<file path="config.mk">
export PLATFORM = sky130hd
export DESIGN_NAME = prio_irq_sel
export DESIGN_NICKNAME = d
export VERILOG_FILES = /design/src/rtl/prio_sel_pkg.sv /design/src/rtl/prio_sel_regs.sv /design/src/rtl/prio_sel_eff.sv /design/src/rtl/prio_sel_tree.sv /design/src/rtl/prio_irq_sel.sv
export SDC_FILE = /design/constraint.sdc
export NUM_CORES = 2
export LEC_CHECK = 0
export CORE_ASPECT_RATIO = 0.8
export CORE_MARGIN = 2
export CORE_UTILIZATION = 60
export CTS_CLUSTER_SIZE = 24
export DETAILED_ROUTE_END_ITERATION = 6
export GPL_ROUTABILITY_DRIVEN = 0
export PLACE_DENSITY = 0.8
export SLEW_MARGIN = 20
export SYNTH_ARGS = -nofsm -noshare
export SYNTH_HDL_FRONTEND = slang
export SYNTH_SLANG_ARGS = --single-unit
</file>
<file path="constraint.sdc">
create_clock -name clk_i -period 19.3 [get_ports clk_i]
set_input_delay 3.86 -clock clk_i [delete_from_list [all_inputs] [get_ports clk_i]]
set_output_delay 3.86 -clock clk_i [all_outputs]
set_load 0.05 [all_outputs]
</file>
<file path="src/rtl/prio_sel_pkg.sv">
package prio_sel_pkg;

  localparam int unsigned SRC_MAX = 64;

  // Position in the default order, 0 = highest.
  function automatic int def_rank(input int src);
    int d, k, j;
    if (src >= 48) begin
      d = 63 - src; k = d / 4; j = d % 4;
      return 6 * k + ((j < 2) ? j : j + 2);
    end else if (src >= 32) begin
      d = 47 - src; k = d / 4; j = d % 4;
      return 34 + 6 * k + ((j < 2) ? j : j + 2);
    end else if (src >= 24) begin
      d = 31 - src; k = d / 2; j = d % 2;
      return 6 * k + 2 + j;
    end else if (src >= 16) begin
      d = 23 - src; k = d / 2; j = d % 2;
      return 34 + 6 * k + 2 + j;
    end
    case (src)
      11: return 24;
      3:  return 25;
      7:  return 26;
      9:  return 27;
      1:  return 28;
      5:  return 29;
      12: return 30;
      10: return 31;
      2:  return 32;
      6:  return 33;
      15: return 58;
      14: return 59;
      13: return 60;
      8:  return 61;
      4:  return 62;
      default: return 63;
    endcase
  endfunction

endpackage

</file>
<file path="src/rtl/prio_sel_regs.sv">
module prio_sel_regs #(
  parameter int unsigned NUM_SRC = 64,
  parameter int unsigned PRIO_W  = 8,
  parameter int unsigned WIDX    = 7
) (
  input  logic              clk_i,
  input  logic              rst_ni,
  input  logic              wr_en_i,
  input  logic [WIDX-1:0]   wr_idx_i,
  input  logic [PRIO_W-1:0] wr_prio_i,
  output logic [PRIO_W-1:0] prio_o [NUM_SRC]
);

  // Full-width index compare: out-of-range indices match no entry.
  for (genvar i = 0; i < NUM_SRC; i++) begin : g_ent
    always_ff @(posedge clk_i or negedge rst_ni) begin
      if (!rst_ni) begin
        prio_o[i] <= '0;
      end else if (wr_en_i && (wr_idx_i == WIDX'(i))) begin
        prio_o[i] <= wr_prio_i;
      end
    end
  end

endmodule

</file>
<file path="src/rtl/prio_sel_eff.sv">
module prio_sel_eff #(
  parameter int unsigned NUM_SRC      = 64,
  parameter int unsigned PRIO_W       = 8,
  parameter int unsigned IDX_W        = 6,
  parameter int unsigned EXT_IRQ      = 11,
  parameter int unsigned EXT_DEF_PRIO = 128,
  localparam int unsigned KEY_W       = PRIO_W + IDX_W
) (
  input  logic              prio_en_i,
  input  logic [PRIO_W-1:0] prio_i [NUM_SRC],
  output logic [PRIO_W-1:0] eff_o  [NUM_SRC],
  output logic [KEY_W-1:0]  key_o  [NUM_SRC]
);

  localparam int EXT_RANK = prio_sel_pkg::def_rank(int'(EXT_IRQ));

  for (genvar i = 0; i < NUM_SRC; i++) begin : g_src
    localparam int RANK = prio_sel_pkg::def_rank(i);
    localparam logic [PRIO_W-1:0] FILL =
      (i == int'(EXT_IRQ)) ? PRIO_W'(EXT_DEF_PRIO) :
      (RANK < EXT_RANK)    ? PRIO_W'(1) : {PRIO_W{1'b1}};

    always_comb begin
      eff_o[i] = (prio_i[i] != '0) ? prio_i[i] : FILL;
      // Rank in low bits makes keys unique and breaks ties.
      key_o[i] = prio_en_i ? {eff_o[i], IDX_W'(RANK)}
                           : {{PRIO_W{1'b0}}, IDX_W'(i)};
    end
  end

endmodule

</file>
<file path="src/rtl/prio_sel_tree.sv">
module prio_sel_tree #(
  parameter int unsigned NUM_SRC = 64,
  parameter int unsigned PRIO_W  = 8,
  parameter int unsigned IDX_W   = 6,
  localparam int unsigned KEY_W  = PRIO_W + IDX_W,
  localparam int unsigned LEAVES = 1 << IDX_W,
  localparam int unsigned NODES  = 2 * LEAVES - 1
) (
  input  logic [NUM_SRC-1:0] req_i,
  input  logic [PRIO_W-1:0]  eff_i [NUM_SRC],
  input  logic [KEY_W-1:0]   key_i [NUM_SRC],
  output logic               valid_o,
  output logic [IDX_W-1:0]   id_o,
  output logic [PRIO_W-1:0]  prio_o
);

  typedef struct packed {
    logic              vld;
    logic [KEY_W-1:0]  key;
    logic [IDX_W-1:0]  id;
    logic [PRIO_W-1:0] prio;
  } node_t;

  node_t node [NODES];

  always_comb begin
    for (int n = 0; n < NODES; n++) node[n] = '0;
    for (int i = 0; i < NUM_SRC; i++) begin
      node[LEAVES-1+i].vld  = req_i[i];
      node[LEAVES-1+i].key  = key_i[i];
      node[LEAVES-1+i].id   = IDX_W'(i);
      node[LEAVES-1+i].prio = eff_i[i];
    end
    for (int n = LEAVES - 2; n >= 0; n--) begin
      if (node[2*n+1].vld && (!node[2*n+2].vld || node[2*n+1].key <= node[2*n+2].key))
        node[n] = node[2*n+1];
      else
        node[n] = node[2*n+2];
    end
  end

  assign valid_o = node[0].vld;
  assign id_o    = node[0].vld ? node[0].id   : '0;
  assign prio_o  = node[0].vld ? node[0].prio : '0;

endmodule

</file>
<file path="src/rtl/prio_irq_sel.sv">
module prio_irq_sel #(
  parameter int unsigned NUM_SRC      = 64,
  parameter int unsigned PRIO_W       = 8,
  parameter int unsigned EXT_IRQ      = 11,
  parameter int unsigned EXT_DEF_PRIO = 128,
  localparam int unsigned IDX_W       = $clog2(NUM_SRC),
  localparam int unsigned WIDX        = IDX_W + 1,
  localparam int unsigned KEY_W       = PRIO_W + IDX_W
) (
  input  logic               clk_i,
  input  logic               rst_ni,
  input  logic [NUM_SRC-1:0] irq_i,
  input  logic               prio_en_i,
  input  logic               wr_en_i,
  input  logic [WIDX-1:0]    wr_idx_i,
  input  logic [PRIO_W-1:0]  wr_prio_i,
  output logic               valid_o,
  output logic [IDX_W-1:0]   id_o,
  output logic [PRIO_W-1:0]  prio_o
);

  logic [PRIO_W-1:0] stored [NUM_SRC];
  logic [PRIO_W-1:0] eff    [NUM_SRC];
  logic [KEY_W-1:0]  key    [NUM_SRC];
  logic              sel_vld;
  logic [IDX_W-1:0]  sel_id;
  logic [PRIO_W-1:0] sel_prio;

  prio_sel_regs #(.NUM_SRC(NUM_SRC), .PRIO_W(PRIO_W), .WIDX(WIDX)) u_regs (
    .clk_i     (clk_i),
    .rst_ni    (rst_ni),
    .wr_en_i   (wr_en_i),
    .wr_idx_i  (wr_idx_i),
    .wr_prio_i (wr_prio_i),
    .prio_o    (stored)
  );

  prio_sel_eff #(
    .NUM_SRC(NUM_SRC), .PRIO_W(PRIO_W), .IDX_W(IDX_W),
    .EXT_IRQ(EXT_IRQ), .EXT_DEF_PRIO(EXT_DEF_PRIO)
  ) u_eff (
    .prio_en_i (prio_en_i),
    .prio_i    (stored),
    .eff_o     (eff),
    .key_o     (key)
  );

  prio_sel_tree #(.NUM_SRC(NUM_SRC), .PRIO_W(PRIO_W), .IDX_W(IDX_W)) u_tree (
    .req_i   (irq_i),
    .eff_i   (eff),
    .key_i   (key),
    .valid_o (sel_vld),
    .id_o    (sel_id),
    .prio_o  (sel_prio)
  );

  always_ff @(posedge clk_i or negedge rst_ni) begin
    if (!rst_ni) begin
      valid_o <= 1'b0;
      id_o    <= '0;
      prio_o  <= '0;
    end else begin
      valid_o <= sel_vld;
      id_o    <= sel_id;
      prio_o  <= sel_prio;
    end
  end

endmodule

</file>
==> run_results.csv <==
group,metric,value,unit
floorplan,initial_utilization,60.8,%
floorplan,num_io_pins,98,
timing,fin_crit,18.36,ns
timing,period_share,95.1,%
yosys,async_flop_share,100,%
yosys,syn_inst,6064,
cts,cts.root.buffer_cell,"clkbuf_16",
status,violations,"design-rule violations",
cts,cts_hold_buf,0,
cells_and_area,layout.nets,6713,
global_routing,grt_pass1_vias,44219,
timing,relSlewSlack,2.93,%
routing,vias,48355,
cts,clk_pin_slew,0.06,ns
yosys,yosysWarningCount,0,
global_routing,grt_max_degree,129,
floorplan,dieArea,87600,um2
cells_and_area,fillers,6914,
timing,setup_viol,0,
routing,drc_errors,49,
yosys,synth_nets,6786,
cells_and_area,final_common_cell,"nor2_1",
worst_setup_path,slowest_delay,0.50,ns
placed_design,dp_hpwl,120000,um
floorplan,die_w,330,um
cells_and_area,final_cell_mix,"739 x nor2_1, 639 x ha_1, 579 x mux2_2, 552 x nand2_1, 527 x dfrtp_1",
worst_setup_path,required,19.88,ns
placed_design,place_ws,0.592,ns
cts,cts_tree,"done",
cts,post_cts_buffers,0,
timing,layout_setup_ws,0.939,ns
routing,wire_per_inst,22.8,um
cells_and_area,finalCoreUtilization,65.6,%
timing,grt_setup_unrepaired,"false",
cts,cts.htree.levels,2,
worst_setup_path,cp-start-kind,"input port",
global_routing,antenna_found_initial,12,
power,ir_drop,0.243,mV
routing,drt-initial-drc-count,6306,
worst_setup_path,end_kind,"flop",
worst_setup_path,r2r-start,"u_regs.prio_o[133]",
flow_run,cap_violations,0,
global_routing,grt_util_all_layers,36.3,%
cts,cts.sink_count,527,
yosys,synth_flop_cell,"dfrtp_1",
global_routing,grt-ovfl-total,0,
cells_and_area,multi_input_area,36100,um2
floorplan,die_h,265,um
power,power_density,185,nW/um2
global_routing,grt_pass1_wl,252000,um
worst_setup_path,startpoint,"prio_en_i",
yosys,synth_edf_count,0,
floorplan,core,84200,um2
worst_setup_path,worstPathMaxFanout,110,
worst_setup_path,r2r_cells,57,
cells_and_area,drive_gt1_share,14.7,%
routing,drtPass1Iterations,7,
yosys,yosysSeqAreaShare,25.8,%
timing,finClkSkew,0.0248,ns
floorplan,rows,95,
worst_setup_path,crit_end,"id_o[0]",
power,p_leak,26.3,nW
timing,fmax,0.0545,GHz
routing,antenna_left,0,
routing,vias_per_cell,6.75,
timing,tns,0,ns
status,status,"finished, violations left",
yosys,syn_area_per_cell,8.43,um2
yosys,ys_ff_latch,527,
worst_setup_path,arrival,18.94,ns
cts,cts_buffer_depth,3,
timing,worstMarginPinSlew,1.45,ns
cells_and_area,seqCellArea,13200,um2
cts,clk_latency,0.68,ns
timing,hold_viol_final,0,
yosys,yosysUniqueCellTypes,100,
yosys,netlist_area,51100,um2
worst_setup_path,r2r_setup_slack,3.40,ns
cells_and_area,areaGrowthSynthToFinish,7.91,%
cts,numCtsBuffers,59,
timing,slew_violations,0,
placed_design,port_buffers,97,
routing,wl,163000,um
min_path,hold_class,"flop to flop",
worst_setup_path,slowest_stage,"o21ai_0",
worst_setup_path,critPathKind,"input port to flop",
worst_setup_path,r2r-end,"id_o[0]",
## timing repair
item | CTS | global route
endpoints found under the setup margin | 0 | 3
gates resized for setup | 0 | 1
endpoints found under the hold margin | 0 | 0
## state kept, by name, summed over array words and instances, names as in the netlist
name           flops
valid_o            1
id_o               6
prio_o             8
u_regs.prio_o    512
## metrics by stage
step	hold WS (ns)	instances	area [um2]	power [W]
after floorplan	0.480	6064	51100	0.00657
after global placement	0.488	7043	53000	0.00842
after detailed placement	0.494	7043	53000	0.00862
after CTS	0.507	7152	55100	0.00990
after global routing	0.514	7155	55200	0.0108
final	0.508	7163	55200	0.0102
## report_power, final
part           total, W  switching (W)  internal (W)
logic           0.00762        0.00476       0.00286
registers       0.00138       0.000133       0.00125
clock network   0.00123       0.000518      0.000716
## kinds of logic after synthesis
logic type      synth area share [%]
xor+xnor                      0.0856
compound gates                  17.9
flops                           25.8
buf+inv                         3.97
fa+ha+maj                       15.6
mux                             17.5
simple gates                    19.1
## Yosys cell counts (all sizes together), types with 25 or more instances
library cell / instances / share of area [%]
nand4: 50 / 0.61
mux2i: 234 / 4.6
nand2: 553 / 4.1
or4: 58 / 0.85
mux2: 584 / 13
nand3: 69 / 0.68
a21o: 57 / 0.84
clkbuf: 239 / 1.8
a211oi: 71 / 1.0
buf: 86 / 0.80
inv: 186 / 1.4
nor2b: 52 / 0.64
nand2b: 65 / 0.80
o211ai: 57 / 0.85
and2: 158 / 1.9
nor2: 744 / 5.5
dfrtp: 527 / 26
or3: 40 / 0.49
nor3: 138 / 1.4
o22ai: 29 / 0.37
a2111oi: 27 / 0.46
o21ai: 484 / 4.8
or2: 45 / 0.55
o21a: 51 / 0.75
o311a: 25 / 0.49
nor4: 75 / 0.93
a31oi: 31 / 0.38
o311ai: 25 / 0.44
a21oi: 388 / 3.8
ha: 639 / 16
## layout make-up
cell class,instances,area share [%]
Sequential cell,527,23.9
Timing Repair Buffer,191,3.08
Inverter,193,1.33
Clock inverter,31,0.748
Multi-Input combinational cell,5019,65.4
Tap cell,1115,2.53
Antenna cell,9,0.0408
Clock buffer,78,3.03
## how the worst min path moves through the flow
stage	start	endpoint	slack, ns	cells after the start
3_5_place_dp	u_regs.prio_o[72]	u_regs.prio_o[72]	0.49	1
5_1_grt	u_regs.prio_o[296]	u_regs.prio_o[296]	0.51	1
4_1_cts	u_regs.prio_o[72]	u_regs.prio_o[72]	0.51	1
3_3_place_gp	u_regs.prio_o[48]	u_regs.prio_o[48]	0.49	1
6_report	u_regs.prio_o[72]	u_regs.prio_o[72]	0.51	1
2_1_floorplan	u_regs.prio_o[104]	u_regs.prio_o[104]	0.48	1
## routing by layer
layer / global-route usage [%] / wire length [um]
met1: 53.1 / 70300
met2: 51.4 / 66400
met3: 9.44 / 20100
met4: 12.7 / 6300
met5: 0 / 43
## critical path: cells and delay by family
| kind | cells | cell delay, ns |
|---|---|---|
| AO/OA/AOI/OAI | 28 | 7.36 |
| adder cells (fa/ha/maj) | 6 | 1.85 |
| AND/OR/NAND/NOR | 12 | 2.62 |
| buffers and inverters | 7 | 2.33 |
| multiplexers | 2 | 0.76 |
No activity file was read; power rests on OpenSTA's default activity.
